==> config.mk <==
export PLATFORM = sky130hd
export DESIGN_NAME = rx_char_fifo
export DESIGN_NICKNAME = d
export VERILOG_FILES = /design/src/rtl/rxq_pkg.sv /design/src/rtl/rxq_store.sv /design/src/rtl/rxq_status.sv /design/src/rtl/rx_char_fifo.sv
export SDC_FILE = /design/constraint.sdc
export NUM_CORES = 1
export LEC_CHECK = 0
export BUFFER_PORTS_ARGS = -buffer_cell sky130_fd_sc_hd__buf_4
export CORE_ASPECT_RATIO = 1.75
export CORE_MARGIN = 1
export CORE_UTILIZATION = 57
export CTS_BUF_LIST = sky130_fd_sc_hd__clkbuf_16
export DETAILED_ROUTE_END_ITERATION = 12
export GPL_TIMING_DRIVEN = 1
export HOLD_SLACK_MARGIN = 0.05
export PLACE_DENSITY = 0.91
export SLEW_MARGIN = 20
export SYNTH_ARGS = -nofsm -noshare
export SYNTH_HDL_FRONTEND = slang
export SYNTH_SLANG_ARGS = --single-unit
==> constraint.sdc <==
create_clock -name clk -period 2.4 [get_ports clk]
set_input_delay 0.24 -clock clk [delete_from_list [all_inputs] [get_ports clk]]
set_output_delay 0.24 -clock clk [all_outputs]
set_load 0.01 [all_outputs]
==> src/rtl/rxq_pkg.sv <==
package rxq_pkg;
  // Error bits that travel with each stored character
  typedef struct packed {
    logic pe;
    logic fe;
    logic brk;
  } rxq_flags_t;

  localparam int FLAG_W = 3;
endpackage

==> src/rtl/rxq_store.sv <==
module rxq_store
  import rxq_pkg::*;
#(
  parameter int DATA_W = 8,
  parameter int DEPTH  = 3
) (
  input  logic              clk,
  input  logic              rst,
  input  logic              wr_valid,
  input  logic [DATA_W-1:0] wr_data,
  input  rxq_flags_t        wr_flags,
  input  logic              rd_en,
  output logic [DATA_W-1:0] head_data,
  output rxq_flags_t        head_flags,
  output logic [$clog2(DEPTH+1)-1:0] count,
  output logic              new_head,
  output rxq_flags_t        new_head_flags,
  output logic              ovr_evt
);
  localparam int PTR_W = (DEPTH > 1) ? $clog2(DEPTH) : 1;
  localparam int CNT_W = $clog2(DEPTH+1);
  localparam int ENT_W = DATA_W + FLAG_W;
  localparam logic [CNT_W-1:0] CNT_FULL = CNT_W'(DEPTH);
  localparam logic [CNT_W-1:0] CNT_ONE  = CNT_W'(1);

  logic [ENT_W-1:0] mem [DEPTH];
  logic [PTR_W-1:0] rd_ptr, wr_ptr, rd_ptr_inc, wr_ptr_inc;
  logic [ENT_W-1:0] stg_q;
  logic             stg_vld;
  logic [ENT_W-1:0] in_ent, push_ent, head_ent, next_ent;
  logic             pop, stg_move, room_after, push, stg_load;
  logic [CNT_W-1:0] count_nxt;

  function automatic logic [PTR_W-1:0] ptr_inc(input logic [PTR_W-1:0] p);
    return (p == PTR_W'(DEPTH-1)) ? '0 : p + PTR_W'(1);
  endfunction

  assign in_ent     = {wr_data, wr_flags};
  assign rd_ptr_inc = ptr_inc(rd_ptr);
  assign wr_ptr_inc = ptr_inc(wr_ptr);

  assign pop        = rd_en && (count != '0);
  assign stg_move   = pop && stg_vld;
  assign room_after = (count != CNT_FULL) || pop;
  assign push       = stg_move || (wr_valid && !stg_vld && room_after);
  assign push_ent   = stg_move ? stg_q : in_ent;
  assign stg_load   = wr_valid && (stg_vld || !room_after);
  assign ovr_evt    = wr_valid && stg_vld && !pop;
  assign count_nxt  = count + CNT_W'(push) - CNT_W'(pop);

  // Head changes when a pop exposes a second entry or a push fills an empty head
  assign new_head = (pop && count_nxt != '0) || (count == '0 && push);
  assign next_ent = (pop && count > CNT_ONE) ? mem[rd_ptr_inc] : push_ent;
  assign new_head_flags = rxq_flags_t'(next_ent[FLAG_W-1:0]);

  // Storage without reset so it maps to RAM
  always_ff @(posedge clk) begin
    if (push) mem[wr_ptr] <= push_ent;
  end

  always_ff @(posedge clk) begin
    if (rst) begin
      rd_ptr  <= '0;
      wr_ptr  <= '0;
      count   <= '0;
      stg_vld <= 1'b0;
      stg_q   <= '0;
    end else begin
      if (pop)  rd_ptr <= rd_ptr_inc;
      if (push) wr_ptr <= wr_ptr_inc;
      count <= count_nxt;
      if (stg_load) begin
        stg_q   <= in_ent;
        stg_vld <= 1'b1;
      end else if (stg_move) begin
        stg_vld <= 1'b0;
      end
    end
  end

  assign head_ent   = (count != '0) ? mem[rd_ptr] : '0;
  assign head_data  = head_ent[ENT_W-1:FLAG_W];
  assign head_flags = rxq_flags_t'(head_ent[FLAG_W-1:0]);
endmodule

==> src/rtl/rxq_status.sv <==
module rxq_status
  import rxq_pkg::*;
#(
  parameter int DEPTH = 3
) (
  input  logic       clk,
  input  logic       rst,
  input  logic       blk_mode,
  input  logic       irq_sel_full,
  input  logic       clr_err,
  input  logic [$clog2(DEPTH+1)-1:0] count,
  input  rxq_flags_t head_flags,
  input  logic       new_head,
  input  rxq_flags_t new_head_flags,
  input  logic       ovr_evt,
  output logic       st_ready,
  output logic       st_full,
  output rxq_flags_t st_flags,
  output logic       st_ovr,
  output logic       irq
);
  localparam int CNT_W = $clog2(DEPTH+1);

  rxq_flags_t acc_q;
  logic       ovr_q;

  always_ff @(posedge clk) begin
    if (rst) begin
      acc_q <= '0;
      ovr_q <= 1'b0;
    end else begin
      // Clear first, then fold in an entry reaching the head this cycle
      acc_q <= (clr_err ? rxq_flags_t'('0) : acc_q) |
               (new_head ? new_head_flags : rxq_flags_t'('0));
      if (ovr_evt)      ovr_q <= 1'b1;
      else if (clr_err) ovr_q <= 1'b0;
    end
  end

  assign st_ready = (count != '0);
  assign st_full  = (count == CNT_W'(DEPTH));
  assign st_flags = blk_mode ? acc_q : head_flags;
  assign st_ovr   = ovr_q;
  assign irq      = irq_sel_full ? st_full : st_ready;
endmodule

==> src/rtl/rx_char_fifo.sv <==
module rx_char_fifo
  import rxq_pkg::*;
#(
  parameter int DATA_W = 8,
  parameter int DEPTH  = 3
) (
  input  logic              clk,
  input  logic              rst,
  input  logic              wr_valid,
  input  logic [DATA_W-1:0] wr_data,
  input  logic              wr_pe,
  input  logic              wr_fe,
  input  logic              wr_brk,
  input  logic              rd_en,
  input  logic              clr_err,
  input  logic              blk_mode,
  input  logic              irq_sel_full,
  output logic [DATA_W-1:0] rd_data,
  output logic              st_ready,
  output logic              st_full,
  output logic              st_pe,
  output logic              st_fe,
  output logic              st_brk,
  output logic              st_ovr,
  output logic              irq
);
  localparam int CNT_W = $clog2(DEPTH+1);

  rxq_flags_t       in_flags, head_flags, nh_flags, rep_flags;
  logic [CNT_W-1:0] count;
  logic             new_head, ovr_evt;

  assign in_flags = '{pe: wr_pe, fe: wr_fe, brk: wr_brk};

  rxq_store #(.DATA_W(DATA_W), .DEPTH(DEPTH)) store_i (
    .clk(clk), .rst(rst), .wr_valid(wr_valid), .wr_data(wr_data),
    .wr_flags(in_flags), .rd_en(rd_en), .head_data(rd_data),
    .head_flags(head_flags), .count(count), .new_head(new_head),
    .new_head_flags(nh_flags), .ovr_evt(ovr_evt)
  );

  rxq_status #(.DEPTH(DEPTH)) status_i (
    .clk(clk), .rst(rst), .blk_mode(blk_mode), .irq_sel_full(irq_sel_full),
    .clr_err(clr_err), .count(count), .head_flags(head_flags),
    .new_head(new_head), .new_head_flags(nh_flags), .ovr_evt(ovr_evt),
    .st_ready(st_ready), .st_full(st_full), .st_flags(rep_flags),
    .st_ovr(st_ovr), .irq(irq)
  );

  assign st_pe  = rep_flags.pe;
  assign st_fe  = rep_flags.fe;
  assign st_brk = rep_flags.brk;
endmodule

==> impl_metrics.tcl, run 1 <==
set metrics [dict create \
    drive_gt1_share_pct 27.13 \
    leakagePower_nw 1.305 \
    slew-limit-headroom_pct 57.63 \
    row_count 31 \
    yosys.area.top_type "edfxtp_1" \
    syn_area_per_cell_um2 11.69 \
    synthesis.nets 235 \
    via_per_inst 5.788 \
    async_flop_share_pct 0 \
    r2r_slack_ns 0.17 \
    crit_path_end "status_i.acc_q[0]" \
    clockBufferDepth 2 \
    place.port_buffers 32 \
    min_path_type "primary input to register" \
    insertion_delay_ns 0.32 \
    max_freq_ghz 0.4483 \
    finalCriticalPeriod_ns 2.230 \
    placed_cell_area_um2 2805 \
    min_from "wr_data[2]" \
    clockRootBuffer "clkbuf_16" \
    status "finished clean" \
    synth_cells 215 \
    cap_viol_max_count 0 \
    ys_types 35 \
    synth.most_common_cell "nor2_1" \
    path_class "register to register" \
    yosysTopAreaCellShare_pct 39.44 \
    worstRegToRegCells 9 \
    synthTopCellsByArea "edfxtp_1, dfxtp_1, mux2i_1, nor2_1, mux2_2" \
    synth_common_cells "nor2_1, edfxtp_1, mux2i_1" \
    drt-total-wl_mm 5.238 \
    skew_ns 0.005141 \
    first_global_vias 1852 \
    placedCellCount 291 \
    synth-seq-area-share_pct 58.57 \
    worst_pin_slew_ns 0.6268 \
    min_period_over_period_pct 92.93 \
    route.detailed.drc 0 \
    tns_ns 0 \
    r2r-start "store_i.count[1]" \
    dieArea_um2 4688 \
    synth-xor-area-share_pct 0.3486 \
    swShare_pct 29.14 \
    multi_input_area_um2 955.9 \
    grt_pass1_wl_mm 8.618 \
    fp.dieH_um 89.83 \
    required_ns 2.66 \
    antenna_cells 0 \
    die_w_um 52.19 \
    track_usage_pct 26.12 \
    tritoncts "built" \
    area_growth_pct 23.36 \
    worstHoldPathCells 3 \
    p_int_w 0.002370 \
    io_pins 33 \
    net-switching-power_w 0.0009748 \
    synth-simple-area-share_pct 11.60 \
    vias 1777 \
    routedWlPerCell_um 17.06 \
    finalSetupViolCount 0 \
    synth_compound_area_share_pct 9.562 \
    ir_drop_mv 1.136 \
    synthesis.area_um2 2512 \
    startpoint "store_i.count[1]" \
    initial_core_util_pct 59.98 \
    antenna_left 0 \
    clkSinkCount 57 \
    slowest_stage "dfxtp_1" \
    fin_cells 307 \
    cts_hold_buf 0 \
    hold_violations 0 \
    ys_warn_count 0 \
    rsz0062_at_grt "no" \
    drv_slew 0 \
    fin_nets 273 \
    start_kind "register" \
    cp_data_arrival_time_ns 2.49 \
    routabilityCongestion 0.8558 \
    fillers 291 \
    synth_top_family_by_area "multiplexers" \
    p_per_area_nw_per_um2 1079 \
    end_kind "register" \
    synth_edf_count 33 \
    path_clk_slew_ns 0.05 \
    grt_max_degree 22 \
    drt-initial-drc-count 40 \
    seq_power_share_pct 37.7 \
    crit_path_max_incr_delay_ns 0.35 \
    firstDrtPassIters 4 \
    critical_path.cell_chain "o21ai_2, inv_1, ha_1, inv_1, ha_1, xor2_1, and3b_1, nor4_2, a22o_1" \
    post_synth_fa_ha_maj_area_fraction_pct 0.9960 \
    coreArea_um2 4189 \
    cts_made_buffers 9 \
    overflow 0 \
    design_area_um2 3099 \
    worst-path-max-fanout 7 \
    yosys-mux-area-fraction_pct 15.29 \
    antenna_found_initial 0 \
    worstReg2RegEnd "status_i.acc_q[0]" \
    clkPwrFrac_pct 35.7 \
    htree_levels 3 \
    p_comb_share_pct 26.6 \
    synth-seq-cells 57 \
    hpwlAfterDp_mm 3.575 \
    register_area_um2 1471 \
    ys.flop_type "edfxtp_1" \
]
[flip-flops by register name, indices dropped and copies added, names as in the netlist, named ones only]
signal and cells:
store_i.count 2, store_i.stg_vld 1, status_i.st_ovr 1, store_i.stg_q 11, store_i.rd_ptr 2, status_i.acc_q 3
store_i.mem 33, store_i.wr_ptr 2
[power by group through the flow]
| stage | sequential, W | combinational, W | clock, W |
|---|---|---|---|
| global route | 0.00128 | 0.000974 | 0.00126 |
| CTS | 0.00126 | 0.000886 | 0.00121 |
| finish | 0.00126 | 0.000890 | 0.00119 |
| floorplan | 0.00122 | 0.000583 | 0 |
| detailed placement | 0.00128 | 0.000875 | 0 |
| global placement | 0.00127 | 0.000852 | 0 |
[how the worst min path moves through the flow]
| stage | end | slack [ns] |
|---|---|---|
| finish | store_i.stg_q[5] | 0.16 |
| floorplan | store_i.stg_q[0] | 0.38 |
| global route | store_i.stg_q[5] | 0.16 |
| global placement | status_i.acc_q[0] | 0.46 |
| detailed placement | status_i.acc_q[0] | 0.47 |
| CTS | store_i.stg_q[4] | 0.15 |
[placed cells by master, fill, tap and decap left out, types with 2 or more instances in the layout]
| cell | instances |
|---|---|
| buf_4 | 38 |
| nor2_1 | 35 |
| edfxtp_1 | 33 |
| mux2i_1 | 26 |
| dfxtp_1 | 24 |
| a21oi_1 | 13 |
| inv_1 | 11 |
| mux2_2 | 11 |
| nand2_1 | 9 |
| clkbuf_16 | 9 |
| a22o_1 | 6 |
| nor2b_1 | 5 |
| o21ai_0 | 3 |
| a211oi_1 | 3 |
| a221o_1 | 3 |
| and3b_1 | 2 |
| nor3_1 | 2 |
| ha_1 | 2 |
| clkinvlp_4 | 2 |
| clkinv_2 | 2 |
[timing repair]
item,4_1_cts,5_1_grt
setup buffers,0,0
endpoints found under the setup margin,0,3
endpoints found under the hold margin,0,0
gates resized for setup,0,1
[stage by stage]
step	util [%]	setup WS (ns)	total power (W)	hold WS [ns]
6_report	73.98	0.1696	0.003345	0.1580
5_1_grt	73.98	0.02316	0.003515	0.1640
4_1_cts	73.84	0.07223	0.003360	0.1492
3_5_place_dp	66.97	0.06643	0.002154	0.4685
3_3_place_gp	66.97	0.2022	0.002118	0.4610
2_1_floorplan	-	0.2128	0.001803	0.3839
[logic make-up (layout without fill, tap and decap cells)]
kind of cell | count (synthesis) | after routing
xor+xnor | 1 | 1
simple gates | 62 | 62
fa+ha+maj | 2 | 2
mux | 37 | 37
compound gates | 35 | 35
buf+inv | 21 | 64
flops | 57 | 57
[layout make-up]
class | count | share of cell area, %
well taps | 49 | 1.978
multi-input cells | 137 | 30.84
repair buffers | 38 | 9.205
inverters | 10 | 1.211
clock inverters | 7 | 2.019
flip-flops and latches | 57 | 47.48
clock buffers | 9 | 7.267
[worst max-delay path: cells and delay by family, from the launching register on]
kind / cells / cell delay, ns
AND/OR/NAND/NOR: 2 / 0.49
flip-flops: 1 / 0.35
adder cells (fa/ha/maj): 2 / 0.47
buffers and inverters: 2 / 0.19
AO/OA/AOI/OAI: 2 / 0.49
XOR/XNOR: 1 / 0.17
[per-layer routing]
metal | part of all wire (%) | wire, um | GRT usage [%]
met1 | 36 | 1890 | 26.60
met2 | 58 | 3040 | 45.62
met3 | 3.7 | 193 | 5.922
met4 | 2.2 | 113 | 15.79
met5 | 0 | 0 | 0
Power figures use the tool's default switching activity.
==> run 2, diff against run 1 <==
--- a/config.mk
+++ b/config.mk
@@ -8,12 +8,13 @@
 export BUFFER_PORTS_ARGS = -buffer_cell sky130_fd_sc_hd__buf_4
 export CORE_ASPECT_RATIO = 1.75
 export CORE_MARGIN = 1
-export CORE_UTILIZATION = 57
+export CORE_UTILIZATION = 56
 export CTS_BUF_LIST = sky130_fd_sc_hd__clkbuf_16
 export DETAILED_ROUTE_END_ITERATION = 12
 export GPL_TIMING_DRIVEN = 1
 export HOLD_SLACK_MARGIN = 0.05
-export PLACE_DENSITY = 0.91
+export PLACE_DENSITY = 0.9
+export SKIP_CTS_REPAIR_TIMING = 1
 export SLEW_MARGIN = 20
 export SYNTH_ARGS = -nofsm -noshare
 export SYNTH_HDL_FRONTEND = slang
==> constraint.sdc (replaced) <==
create_clock -name clk -period 2.5 [get_ports clk]
set_input_delay 0.25 -clock clk [delete_from_list [all_inputs] [get_ports clk]]
set_output_delay 0.25 -clock clk [all_outputs]
set_load 0.01 [all_outputs]
==> run 2 against run 1 <==
Total power up 1.5%; clock skew up 0.0032 ns; hold slack better by 0.012 ns; critical path depth unchanged; first-iteration DRC count up 48%; register-to-register slack better by 0.04 ns; combinational power down 8.8%; global-route usage up 0.32 points; highest routed layer unchanged.
==> impl_metrics.tcl, run 2 (synthesis gave the netlist of run 1 again) <==
set metrics [dict create \
    slew-limit-headroom_pct 52.38 \
    min_path_type "primary input to register" \
    track_usage_pct 26.44 \
    area_growth_pct 24.60 \
    antenna_found_initial 0 \
    clkSinkCount 57 \
    finalCriticalPeriod_ns 2.292 \
    worst_pin_slew_ns 0.7044 \
    skew_ns 0.008346 \
    row_count 31 \
    cp_data_arrival_time_ns 2.56 \
    hpwlAfterDp_mm 3.434 \
    worst-path-max-fanout 12 \
    grt_pass1_wl_mm 8.652 \
    start_kind "register" \
    hold_violations 0 \
    die_w_um 52.63 \
    grt_max_degree 22 \
    dieArea_um2 4769 \
    largest_reg_flops 33 \
    p_comb_share_pct 23.9 \
    htree_levels 3 \
    drt-initial-drc-count 59 \
    p_per_area_nw_per_um2 1085 \
    drt-total-wl_mm 5.428 \
    fin_nets 271 \
    place.port_buffers 32 \
    leakagePower_nw 1.313 \
    placedCellCount 289 \
    fp.dieH_um 90.61 \
    cts_made_buffers 9 \
    final_cell_mix "buf_4, nor2_1, edfxtp_1, mux2i_1, dfxtp_1" \
    routabilityCongestion 0.8630 \
    drv_slew 0 \
    antenna_left 0 \
    vias 1780 \
    tritoncts "built" \
    rsz0062_at_grt "no" \
    antenna_cells 0 \
    required_ns 2.77 \
    max_freq_ghz 0.4363 \
    register_area_um2 1471 \
    fin_cells 305 \
    route.detailed.drc 0 \
    final_common_cell "buf_4" \
    clockRootBuffer "clkbuf_16" \
    drive_gt1_share_pct 26.17 \
    swShare_pct 27.52 \
    insertion_delay_ns 0.33 \
    overflow 0 \
    min_period_over_period_pct 91.67 \
    initial_core_util_pct 59.43 \
    end_kind "register" \
    first_global_vias 1801 \
    ir_drop_mv 1.037 \
    routedWlPerCell_um 17.80 \
    cap_viol_max_count 0 \
    clockBufferDepth 2 \
    hold_slack_ns 0.1701 \
    path_clk_slew_ns 0.05 \
    top_regs "store_i.mem (33), store_i.stg_q (11), status_i.acc_q (3)" \
    multi_input_area_um2 955.9 \
    finalSetupViolCount 0 \
    fillers 274 \
    p_int_w 0.002462 \
    path_class "register to register" \
    status "finished clean" \
    largest_register "store_i.mem" \
    firstDrtPassIters 4 \
    final_util_pct 74.05 \
    net-switching-power_w 0.0009348 \
    tns_ns 0 \
    io_pins 33 \
    via_per_inst 5.836 \
    clkPwrFrac_pct 39.8 \
    coreArea_um2 4228 \
    seq_power_share_pct 36.3 \
    power_w 0.003397 \
]
## run 2: cell count changes in the layout (fill, tap and decap cells not counted)
cell        change
buf_4           -2
bufinv_16       +2
clkinv_1        +2
clkinv_2        -2
clkinvlp_4      -1
inv_1           -1
## run 2: per-layer routing
layer,track usage [%],part of all wire [%]
met5,0,0
met3,7.239,4.4
met1,27.21,36
met4,16.01,3.7
met2,44.94,56
## run 2: worst max-delay path, stage by stage, from the launching register on
cell	delay, ns
dfxtp_1	0.40
o21ai_2	0.33
inv_1	0.15
ha_1	0.29
inv_1	0.04
ha_1	0.17
xor2_1	0.17
and3b_1	0.18
nor4_2	0.31
a22o_1	0.19
## run 2: final timing paths
check | startpoint | end | slack [ns] | cells after the start
worst max register to register | store_i.count[1] | status_i.acc_q[0] | 0.21 | 9
worst min register to register | status_i.acc_q[1] | status_i.acc_q[1] | 0.48 | 1
worst max-delay path | store_i.count[1] | status_i.acc_q[0] | 0.21 | 9
worst min-delay path | wr_data[3] | store_i.stg_q[6] | 0.17 | 3
## run 2: per-stage QoR
| stage | instance area (um2) | worst slack, ns |
|---|---|---|
| global route | 3131 | 0.05248 |
| floorplan | 2512 | 0.3128 |
| global placement | 2790 | 0.2278 |
| detailed placement | 2790 | 0.1347 |
| finish | 3131 | 0.2082 |
| CTS | 3124 | 0.08855 |
## run 2: final cells by class
| type | count | share of cell area, % |
|---|---|---|
| Tap cell | 49 | 1.958 |
| Timing Repair Buffer | 36 | 8.633 |
| Multi-Input combinational cell | 137 | 30.54 |
| Clock buffer | 9 | 7.194 |
| Clock inverter | 7 | 3.477 |
| Sequential cell | 57 | 47.00 |
| Inverter | 10 | 1.199 |
## run 2: power groups by stage
stage	Clock [W]	Sequential [W]	Combinational, W
after floorplan	0	0.00117	0.000560
after global placement	0	0.00124	0.000779
after detailed placement	0	0.00125	0.000796
after CTS	0.00136	0.00123	0.000813
after global routing	0.00139	0.00125	0.000899
final	0.00135	0.00123	0.000812
